==> src/rtl/feat_trap_pkg.sv <==
package feat_trap_pkg;

  localparam logic [2:0] CLS_FP      = 3'd1;
  localparam logic [2:0] CLS_VEC     = 3'd2;
  localparam logic [2:0] CLS_TRC64   = 3'd3;
  localparam logic [2:0] CLS_TRC_ONE = 3'd4;
  localparam logic [2:0] CLS_TRC_TWO = 3'd5;

  localparam logic [5:0] EC_TRC64   = 6'h18;
  localparam logic [5:0] EC_TRC_ONE = 6'h05;
  localparam logic [5:0] EC_TRC_TWO = 6'h0C;
  localparam logic [5:0] EC_VEC     = 6'h19;
  localparam logic [5:0] EC_FP_LOW  = 6'h07;
  localparam logic [5:0] EC_FP_HYP  = 6'h00;

  typedef struct packed {
    logic       hit;
    logic [1:0] lvl;
    logic [5:0] ec;
  } trap_t;

  // Gate decode: 11 open, 01 closes EL0 only, 00/10 close EL0 and EL1
  function automatic logic gate_blocks(input logic [1:0] code, input logic [1:0] el);
    logic res;
    case (code)
      2'b11:   res = 1'b0;
      2'b01:   res = (el == 2'd0);
      default: res = 1'b1;
    endcase
    return res;
  endfunction

  function automatic logic is_trace(input logic [2:0] cls);
    return (cls == CLS_TRC64) || (cls == CLS_TRC_ONE) || (cls == CLS_TRC_TWO);
  endfunction

  function automatic logic [5:0] trace_ec(input logic [2:0] cls);
    logic [5:0] ec;
    case (cls)
      CLS_TRC_ONE: ec = EC_TRC_ONE;
      CLS_TRC_TWO: ec = EC_TRC_TWO;
      default:     ec = EC_TRC64;
    endcase
    return ec;
  endfunction

  function automatic logic [5:0] fp_ec(input logic [1:0] lvl);
    return (lvl == 2'd2) ? EC_FP_HYP : EC_FP_LOW;
  endfunction

endpackage

==> src/rtl/feat_ctl_reg.sv <==
module feat_ctl_reg #(
  parameter int DATA_W    = 64,
  parameter int TRACE_BIT = 28,
  parameter int FP_LSB    = 20,
  parameter int VEC_LSB   = 16,
  parameter bit HAS_VEC   = 1'b1,
  parameter bit HAS_TRACE = 1'b1
) (
  input  logic              clk,
  input  logic              rst_n,
  input  logic              wr_en,
  input  logic [DATA_W-1:0] wr_data,
  output logic [DATA_W-1:0] rd_data,
  output logic              trace_lock,
  output logic [1:0]        fp_code,
  output logic [1:0]        vec_code
);

  logic [1:0] fp_q;
  logic       unused_wr;

  assign unused_wr = ^wr_data;

  always_ff @(posedge clk or negedge rst_n) begin
    if (!rst_n)     fp_q <= 2'b00;
    else if (wr_en) fp_q <= wr_data[FP_LSB +: 2];
  end
  assign fp_code = fp_q;

  generate
    if (HAS_VEC) begin : g_vec
      logic [1:0] vec_q;
      always_ff @(posedge clk or negedge rst_n) begin
        if (!rst_n)     vec_q <= 2'b00;
        else if (wr_en) vec_q <= wr_data[VEC_LSB +: 2];
      end
      assign vec_code = vec_q;
    end else begin : g_no_vec
      assign vec_code = 2'b11;
    end

    if (HAS_TRACE) begin : g_trc
      logic trc_q;
      always_ff @(posedge clk or negedge rst_n) begin
        if (!rst_n)     trc_q <= 1'b0;
        else if (wr_en) trc_q <= wr_data[TRACE_BIT];
      end
      assign trace_lock = trc_q;
    end else begin : g_no_trc
      assign trace_lock = 1'b0;
    end
  endgenerate

  always_comb begin
    rd_data = '0;
    rd_data[FP_LSB +: 2] = fp_q;
    if (HAS_VEC)   rd_data[VEC_LSB +: 2] = vec_code;
    if (HAS_TRACE) rd_data[TRACE_BIT]    = trace_lock;
  end

  // without a write, the visible word holds its value
  assert_hold_R2: assert property (@(posedge clk) disable iff (!rst_n)
    !$past(wr_en) |-> $stable(rd_data));
  // a write lands in the FP field on the next edge
  assert_fp_write_R2: assert property (@(posedge clk) disable iff (!rst_n)
    $past(wr_en) |-> (rd_data[FP_LSB +: 2] == $past(wr_data[FP_LSB +: 2])));

endmodule

==> src/rtl/feat_gate_eval.sv <==
module feat_gate_eval (
  input  logic       clk,
  input  logic       rst_n,
  input  logic [1:0] code,
  input  logic [1:0] el,
  output logic       blocks
);
  import feat_trap_pkg::*;

  assign blocks = gate_blocks(code, el);

  // an open gate never blocks
  assert_open_gate_R3: assert property (@(posedge clk) disable iff (!rst_n)
    (code == 2'b11) |-> !blocks);
  // the EL0-only code never blocks at EL1
  assert_el0_only_R3: assert property (@(posedge clk) disable iff (!rst_n)
    (code == 2'b01 && el == 2'd1) |-> !blocks);

endmodule

==> src/rtl/feat_trap_route.sv <==
module feat_trap_route (
  input  logic       clk,
  input  logic       rst_n,
  input  logic [2:0] cls,
  input  logic       ctx_ok,
  input  logic       to_hyp,
  input  logic       vec_blk,
  input  logic       fp_blk,
  input  logic       trc_lock,
  output feat_trap_pkg::trap_t res
);
  import feat_trap_pkg::*;

  logic [1:0] lvl;
  logic       vec_hit;
  logic       fp_hit;
  logic       trc_hit;

  assign lvl     = to_hyp ? 2'd2 : 2'd1;
  assign vec_hit = ctx_ok && (cls == CLS_VEC) && vec_blk;
  assign fp_hit  = ctx_ok && ((cls == CLS_FP) || (cls == CLS_VEC)) && fp_blk && !vec_hit;
  assign trc_hit = ctx_ok && is_trace(cls) && trc_lock;

  always_comb begin
    res = '0;
    if (vec_hit) begin
      res.hit = 1'b1; res.lvl = lvl; res.ec = EC_VEC;
    end else if (fp_hit) begin
      res.hit = 1'b1; res.lvl = lvl; res.ec = fp_ec(lvl);
    end else if (trc_hit) begin
      res.hit = 1'b1; res.lvl = lvl; res.ec = trace_ec(cls);
    end
  end

  // the vector gate wins over the FP gate
  assert_vec_first_R5: assert property (@(posedge clk) disable iff (!rst_n)
    vec_hit |-> (res.hit && res.ec == EC_VEC));
  // a trap goes to EL1 or EL2 only
  assert_target_range_R8: assert property (@(posedge clk) disable iff (!rst_n)
    res.hit |-> (res.lvl == 2'd1 || res.lvl == 2'd2));
  // quiet outputs when nothing traps
  assert_idle_zero_R8: assert property (@(posedge clk) disable iff (!rst_n)
    !res.hit |-> (res.lvl == 2'd0 && res.ec == 6'd0));
  // hypervisor-bound FP traps carry class 0
  assert_fp_hyp_ec_R9: assert property (@(posedge clk) disable iff (!rst_n)
    (fp_hit && to_hyp) |-> (res.ec == EC_FP_HYP));

endmodule

==> src/rtl/feat_trap_unit.sv <==
module feat_trap_unit #(
  parameter int DATA_W    = 64,
  parameter int TRACE_BIT = 28,
  parameter int FP_LSB    = 20,
  parameter int VEC_LSB   = 16,
  parameter bit HAS_VEC   = 1'b1,
  parameter bit HAS_TRACE = 1'b1
) (
  input  logic              clk,
  input  logic              rst_n,
  input  logic              wr_en,
  input  logic [DATA_W-1:0] wr_data,
  output logic [DATA_W-1:0] rd_data,
  input  logic [1:0]        cur_el,
  input  logic [2:0]        insn_cls,
  input  logic              el2_on,
  input  logic              hyp_e2h,
  input  logic              hyp_tge,
  output logic              trap,
  output logic [1:0]        trap_el,
  output logic [5:0]        trap_ec
);
  import feat_trap_pkg::*;

  localparam int NGATE = 2;

  logic             trace_lock;
  logic [1:0]       fp_code;
  logic [1:0]       vec_code;
  logic [1:0]       codes [NGATE];
  logic [NGATE-1:0] blk;
  logic             host_mode;
  logic             ctx_ok;
  logic             to_hyp;
  trap_t            res;

  feat_ctl_reg #(
    .DATA_W(DATA_W), .TRACE_BIT(TRACE_BIT), .FP_LSB(FP_LSB),
    .VEC_LSB(VEC_LSB), .HAS_VEC(HAS_VEC), .HAS_TRACE(HAS_TRACE)
  ) u_reg (
    .clk(clk), .rst_n(rst_n), .wr_en(wr_en), .wr_data(wr_data),
    .rd_data(rd_data), .trace_lock(trace_lock),
    .fp_code(fp_code), .vec_code(vec_code)
  );

  assign codes[0] = fp_code;
  assign codes[1] = vec_code;

  generate
    for (genvar g = 0; g < NGATE; g++) begin : g_gate
      feat_gate_eval u_gate (
        .clk(clk), .rst_n(rst_n), .code(codes[g]), .el(cur_el), .blocks(blk[g])
      );
    end
  endgenerate

  assign host_mode = hyp_e2h && hyp_tge;
  assign ctx_ok    = !cur_el[1] && !host_mode;
  assign to_hyp    = el2_on && !hyp_e2h && hyp_tge;

  feat_trap_route u_route (
    .clk(clk), .rst_n(rst_n), .cls(insn_cls), .ctx_ok(ctx_ok),
    .to_hyp(to_hyp), .vec_blk(blk[1]), .fp_blk(blk[0]),
    .trc_lock(trace_lock), .res(res)
  );

  assign trap    = res.hit;
  assign trap_el = res.lvl;
  assign trap_ec = res.ec;

  // upper levels run free
  assert_upper_el_free_R6: assert property (@(posedge clk) disable iff (!rst_n)
    cur_el[1] |-> !trap);
  // host mode disables every field
  assert_host_mode_free_R7: assert property (@(posedge clk) disable iff (!rst_n)
    (hyp_e2h && hyp_tge) |-> !trap);
  // trace accesses never trap with the lock clear
  assert_trace_open_R4: assert property (@(posedge clk) disable iff (!rst_n)
    (is_trace(insn_cls) && !rd_data[TRACE_BIT]) |-> !trap);

endmodule

==> config.mk <==
export PLATFORM = sky130hd
export DESIGN_NAME = feat_trap_unit
export DESIGN_NICKNAME = d
export VERILOG_FILES = /design/src/rtl/feat_trap_pkg.sv /design/src/rtl/feat_ctl_reg.sv /design/src/rtl/feat_gate_eval.sv /design/src/rtl/feat_trap_route.sv /design/src/rtl/feat_trap_unit.sv
export SDC_FILE = /design/constraint.sdc
export NUM_CORES = 1
export LEC_CHECK = 0
export BUFFER_PORTS_ARGS = -buffer_cell sky130_fd_sc_hd__buf_2
export CAP_MARGIN = 10
export CORE_MARGIN = 2
export CORE_UTILIZATION = 28
export CTS_BUF_LIST = sky130_fd_sc_hd__clkbuf_4 sky130_fd_sc_hd__clkbuf_8
export DETAILED_ROUTE_END_ITERATION = 10
export PLACE_DENSITY = 0.93
export SKIP_LAST_GASP = 1
export SLEW_MARGIN = 10
export SYNTH_ARGS = -nofsm -noshare
export SYNTH_HDL_FRONTEND = slang
export SYNTH_HIERARCHICAL = 1
export SYNTH_SLANG_ARGS = --single-unit
==> constraint.sdc <==
create_clock -name clk -period 2.3 [get_ports clk]
set_clock_uncertainty 0.1 [all_clocks]
set_input_delay 0.46 -clock clk [delete_from_list [all_inputs] [get_ports clk]]
set_output_delay 0.46 -clock clk [all_outputs]
set_load 0.01 [all_outputs]
==> results of run 1 <==
-- flip-flops by register name, summed over array words and instances, names as in the netlist --
name,cells
u_reg/vec_code,2
u_reg/fp_code,2
u_reg/trace_lock,1
-- path summary, 6_finish.rpt --
path,endpoint,start
worst max-delay path,trap_ec[2],cur_el[1]
worst min-delay path,u_reg/trace_lock$_DFFE_PN0P_,wr_data[28]
max in group asynchronous,u_reg/vec_code[0]$_DFFE_PN0P_,rst_n
worst max register to register,u_reg/fp_code[1]$_DFFE_PN0P_,u_reg/fp_code[1]$_DFFE_PN0P_
worst min register to register,u_reg/vec_code[0]$_DFFE_PN0P_,u_reg/vec_code[0]$_DFFE_PN0P_
min in group asynchronous,u_reg/fp_code[1]$_DFFE_PN0P_,rst_n
-- per-stage QoR --
stage | hold slack (ns) | cell area (um2) | instances | total power, uW | setup slack [ns]
6_report | 0.3494 | 907.1 | 181 | 370.4 | 0.08741
3_5_place_dp | 0.1759 | 824.5 | 174 | 241.9 | 0.03382
4_1_cts | 0.3404 | 877.1 | 179 | 365.1 | 0.00004818
3_3_place_gp | 0.1732 | 824.5 | 174 | 237.7 | 0.1378
2_1_floorplan | 0.06441 | 1102 | 165 | 281.9 | 0.1334
5_1_grt | 0.3361 | 907.1 | 181 | 405.4 | -0.03044
-- worst max-delay path: stages --
cell and delay [ns]:
buf_2 0.15, a21oi_2 0.14, and2b_1 0.18, nand4b_1 0.19, a31oi_2 0.24, a2bb2oi_2 0.15
buf_2 0.14
-- timing repair --
item / in CTS / in global routing
setup endpoints to repair: 1 / 2
hold buffers: 1 / 0
gates resized for setup: 2 / 2
pin swaps: 1 / 2
setup buffers: 0 / 2
hold endpoints to repair: 5 / 0
-- cells in the mapped netlist, drive strengths merged --
library cell	n	area [um2]
a21o	1	8.760
a21oi	1	5.000
a22oi	1	7.510
a2bb2oi	1	8.760
a31oi	1	12.51
a32oi	1	8.760
and2b	1	7.510
and3b	1	8.760
buf	65	488.0
conb	2	7.510
dfrtp	5	125.1
inv	4	15.01
mux2	5	56.30
mux2i	1	10.01
nand2	2	7.510
nand3	1	5.000
nand4b	1	8.760
nor2	2	7.510
nor2b	3	18.77
o21ai	1	5.000
o21bai	2	15.01
o22ai	1	6.260
o31ai	2	25.02
or2b	1	7.510
xor2	1	8.760
-- report_power, final --
part,switching (uW),internal [uW],total [uW],leakage [uW]
Sequential,11.6,97.2,109,0.0000585
Combinational,94.3,52.9,147,0.000460
Clock,37.0,77.4,114,0.0000184
-- final cells by class --
class / count / share of cell area, %
clock buffer: 4 / 3.310
inverter: 4 / 1.655
multi-input combinational: 91 / 55.31
sequential: 5 / 13.79
tap: 44 / 6.069
timing repair buffer: 33 / 19.86
-- kinds of logic after synthesis --
family	after synthesis	share of synthesized area (%)
XOR/XNOR	1	0.9903
AO/OA/AOI/OAI	12	11.60
AND/OR/NAND/NOR	12	8.064
multiplexers	6	7.496
buffers and inverters	69	56.86
other	2	0.8490
flip-flops	5	14.14
-- metal layers --
layer	up-vias	part of all wire (%)	global-route usage (%)
li1	279	-	-
met4	0	0	4.762
met1	267	32	7.623
met3	0	12	3.463
met2	49	55	15.53
met5	-	0	0
==> results by group, run 1 <==
Yosys
  • Synth Area per Inst: 8.267 um2
  • Flops & latches, synth: 5
  • Yosys warns: 6
  • Sequential share of the synthesized area: 14.14%
  • Distinct cells, synth: 25
  • Mapped cell area: 884.6 um2
  • Mapped Cells: 107

Clocking
  • CTS tree: yes
  • Clock buffer depth: 2
  • Clk pin slew, worst setup/hold paths: 0.04 ns
  • Clock root cell: clkbuf_4
  • CTS Buf Count: 3
  • Clk_lat worst skew: 0.24 ns
  • Clock sinks: 5
  • H-tree levels: 1

Power and ir drop
  • Cell Pwr Density: 408.3 nW/um2
  • P_leak: 0.0005370 uW
  • Max VDD drop: 0.0002503 V

STA
  • Setup violations, final: 0
  • RSZ-0062 raised after global routing: yes
  • Tcrit/Tclk final: 96.20%
  • Highest clock rate: 452.0 MHz
  • Fin. Hold Viols: 0
  • TNS Setup: 0 ns
  • Min cycle time layout: 2.213 ns
  • Final slew viol count: 0

Layout
  • Layout cell share with drive strength beyond 1: 34.31%
  • Filler instances: 353
  • P&R area growth vs syn: 2.546%
  • Most frequent cells in the layout: conb_1, buf_2, mux2_2, dfrtp_1
  • Area of the multi-input gates: 501.7 um2
  • Nets@finish: 213
  • Sequential Area: 125.1 um2
  • Commonest non-fill, non-tap cell in the layout: conb_1
  • Core Util, Final: 29.96%
  • # diodes: 0

Run
  • Max Cap Violations: 0

Run status
  • Status: finished clean

GRT
  • Global-route wire length before repair: 2201 um
  • Pin count of the biggest net entering global routing: 7
  • Initial antenna violation count: 0
  • Vias in the first global route: 502
  • Overall routing resource usage: 8.415%
  • Grt ovf: 0

Floorplan
  • Die Wd: 60.21 um
  • FP Rows: 20
  • Die H: 60.21 um
  • Starting Density: 29.21%
  • I/O Pins: 148
  • DIE AREA: 3625 um2
  • Core region area: 3028 um2

Drt
  • DR vias/cell: 3.287
  • Vias: 595
  • Iteration-0 DRC Markers: 0
  • WL per Instance: 8.619 um
  • Post-route ant nets: 0
  • Pre-antenna DRT Iters: 1
  • DRC Markers: 0
  • Detailed-route wire length: 1560 um

Setup path
  • Req. time, crit path: 1.74 ns
  • Flop2flop setup slack: 1.28 ns
  • CP max FO: 3
  • Reg2Reg Depth: 2
  • Worst endpoint data arrival time: 1.65 ns
  • Critical path type: input port to primary output
  • CP endpoint kind: primary output
  • Crit start category: input port

Hold path
  • HP Class: input port to register
  • Hold Path Depth: 2

Place
  • Port bufs: 28
  • DP HPWL: 1317 um
  • Placer Congestion: 0.7354
Power figures use the tool's default switching activity.
==> inputs of run 2 (changes only) <==
--- a/config.mk
+++ b/config.mk
@@ -8,10 +8,10 @@
 export BUFFER_PORTS_ARGS = -buffer_cell sky130_fd_sc_hd__buf_2
 export CAP_MARGIN = 10
 export CORE_MARGIN = 2
-export CORE_UTILIZATION = 28
+export CORE_UTILIZATION = 31
 export CTS_BUF_LIST = sky130_fd_sc_hd__clkbuf_4 sky130_fd_sc_hd__clkbuf_8
 export DETAILED_ROUTE_END_ITERATION = 10
-export PLACE_DENSITY = 0.93
+export PLACE_DENSITY = 0.95
 export SKIP_LAST_GASP = 1
 export SLEW_MARGIN = 10
 export SYNTH_ARGS = -nofsm -noshare
==> constraint.sdc (replaced) <==
create_clock -name clk -period 2.8 [get_ports clk]
set_clock_uncertainty 0.1 [all_clocks]
set_input_delay 0.56 -clock clk [delete_from_list [all_inputs] [get_ports clk]]
set_output_delay 0.56 -clock clk [all_outputs]
set_load 0.01 [all_outputs]
==> run 2 against run 1 <==
Critical path depth unchanged; clock power decreased by 15%; sequential power decreased by 20%; hold slack better by 0.086 ns; global-route usage fell by 0.12 points; count of clock-buffer cells in the layout stayed put; non-clock buffer count shrank 3; first-iteration DRC count up 1; sequential share of layout area is 1.1 points higher; die area is 9.0% lower; setup slack improved by 0.33 ns; cell area shrank 7.3%; largest power group unchanged.
==> results by group, run 2 (synthesis results as in run 1) <==
Power and ir drop
  • Overall Power: 293.0 uW (-21%)
  • Cell Pwr Density: 348.5 nW/um2 (-15%)
  • Int Pwr: 180.3 uW (-21%)
  • Comb pwr share: 37.2% (-2.6 points)
  • Clock group share of total power: 33.0% (+2.1 points)
  • P_sw: 112.7 uW (-21%)
  • Switching Share: 38.48% (-0.096 points)
  • P_leak: 0.0005191 uW (-3.3%)
  • Sequential share of power: 29.8% (+0.4 points)
  • Max VDD drop: 0.0001769 V (-29%)

STA
  • TNS Setup: 0 ns (unchanged)
  • Min cycle time layout: 2.385 ns
  • Final slew viol count: 0 (unchanged)
  • Highest clock rate: 419.2 MHz
  • Tcrit/Tclk final: 85.19%
  • Setup violations, final: 0 (unchanged)
  • Fin. Hold Viols: 0 (unchanged)
  • RSZ-0062 raised after global routing: no

Place
  • Placer Congestion: 0.7129 (-3.1%)
  • DP HPWL: 1226 um (-6.9%)
  • Port bufs: 28 (unchanged)

Clocking
  • Clock buffer depth: 2 (unchanged)
  • CTS tree: yes
  • Clk_lat worst skew: 0.25 ns (about the same)
  • Post-CTS setup buffers: 0 (unchanged)
  • Clock root cell: clkbuf_4
  • Clock sinks: 5 (unchanged)
  • # resized after CTS: 0 (-2)
  • H-tree levels: 1 (unchanged)
  • CTS Buf Count: 3 (unchanged)
  • Clk pin slew, worst setup/hold paths: 0.05 ns (about the same)

Setup path
  • Crit-path most repeated cell: buf_2
  • Max incr delay on CP: 0.36 ns (+0.12 ns)
  • Slowest stage cell on the critical path: o31ai_2
  • Crit Reg-Reg Endpoint: u_reg/trace_lock$_DFFE_PN0P_
  • Worst Path Buf+Inv: 2 (unchanged)
  • Worst-path cell chain: buf_2 -> o31ai_2 -> o21bai_1 -> o22ai_1 -> a32oi_1 -> nor2b_1 -> buf_2
  • Reg2Reg Depth: 1 (-1)
  • R2r startpoint: u_reg/trace_lock$_DFFE_PN0P_
  • Req. time, crit path: 2.14 ns (+0.40 ns)
  • CP max FO: 4 (+1)
  • Crit start category: input port
  • Critical path type: input port to primary output
  • Family with the most delay on the worst path: compound AO/OA/AOI/OAI gates
  • Worst endpoint data arrival time: 1.73 ns (+0.08 ns)
  • Flop2flop setup slack: 1.88 ns (+0.60 ns)
  • CP endpoint kind: primary output

Run
  • Max Cap Violations: 0 (unchanged)

Layout
  • Nets@finish: 210 (-1.4%)
  • Core Util, Final: 30.76% (+0.80 points)
  • # diodes: 0 (unchanged)
  • Most frequent cells in the layout: conb_1, buf_2, mux2_2, dfrtp_1
  • Layout cell share with drive strength beyond 1: 31.34% (-3.0 points)
  • Commonest non-fill, non-tap cell in the layout: conb_1
  • P&R area growth vs syn: -4.950%

Run status
  • Status: finished clean

Drt
  • WL per Instance: 8.261 um (-4.2%)
  • DR vias/cell: 3.509 (+6.7%)
  • Vias: 579 (-2.7%)
  • Post-route ant nets: 0 (unchanged)
  • Iteration-0 DRC Markers: 1 (+1)
  • Detailed-route wire length: 1363 um (-13%)
  • DRC Markers: 0 (unchanged)
  • Pre-antenna DRT Iters: 2 (+1)

GRT
  • Pin count of the biggest net entering global routing: 7 (unchanged)
  • Overall routing resource usage: 8.295% (-0.12 points)
  • Vias in the first global route: 476 (-5.2%)
  • Grt ovf: 0 (unchanged)
  • Global-route wire length before repair: 2035 um (-7.5%)
  • Initial antenna violation count: 0 (unchanged)

Floorplan
  • Die H: 57.42 um (-4.6%)
  • DIE AREA: 3297 um2 (-9.0%)
  • I/O Pins: 148 (unchanged)
  • FP Rows: 19 (-5.0%)
  • Core region area: 2734 um2 (-9.7%)
  • Die Wd: 57.42 um (-4.6%)
  • Starting Density: 32.36% (+3.1 points)

Hold path
  • HP Class: input port to register
  • Hold path startpoint: wr_data[17]
  • Worst Hold End: u_reg/vec_code[1]$_DFFE_PN0P_
  • Hold Path Depth: 2 (unchanged)
## run 2: stage by stage
stage	instance area (um2)	instances	worst slack (ns)	hold slack [ns]
detailed placement	800.8	160	0.3947	0.2789
global placement	800.8	160	0.3833	0.2729
finish	840.8	165	0.4145	0.4353
CTS	840.8	165	0.3929	0.4207
floorplan	1102	165	0.4334	0.1644
global route	840.8	165	0.2595	0.4391
## run 2: power groups by stage
stage	combinational [uW]	clock [uW]	sequential (uW)
4_1_cts	108	103	87.4
3_3_place_gp	105	0	88.0
5_1_grt	121	106	88.8
6_report	109	96.7	87.3
2_1_floorplan	144	0	88.0
3_5_place_dp	107	0	88.5
## run 2: what timing repair did
| item | CTS | global route |
|---|---|---|
| endpoints found under the hold margin | 2 | 0 |
| hold buffers | 1 | 0 |
| setup endpoints to repair | 0 | 0 |
## run 2: metal layers
metal | up-vias | GRT usage [%] | part of all wire [%]
met5 | - | 0 | 0
met4 | 0 | 7.973 | 3.2
met3 | 5 | 1.814 | 12
met2 | 53 | 13.64 | 52
met1 | 248 | 8.552 | 33
li1 | 273 | - | -
## run 2: worst max path at each step
stage                                       start         end  slack, ns  cells after the start
floorplan                                 hyp_e2h  trap_ec[2]       0.43                      5
global placement                        cur_el[1]  trap_ec[2]       0.38                      7
detailed placement                      cur_el[1]  trap_ec[2]       0.39                      7
CTS                 u_reg/vec_code[1]$_DFFE_PN0P_  trap_el[1]       0.39                      6
global route        u_reg/vec_code[1]$_DFFE_PN0P_  trap_el[1]       0.26                      6
finish                                  cur_el[1]  trap_el[1]       0.41                      7
## run 2: layout make-up
type	instances	area, um2
fillers	312	1893
multi-input cells	91	474.2
repair buffers	30	157.7
flip-flops and latches	5	125.1
well taps	31	38.79
clock buffers	4	30.03
inverters	4	15.01
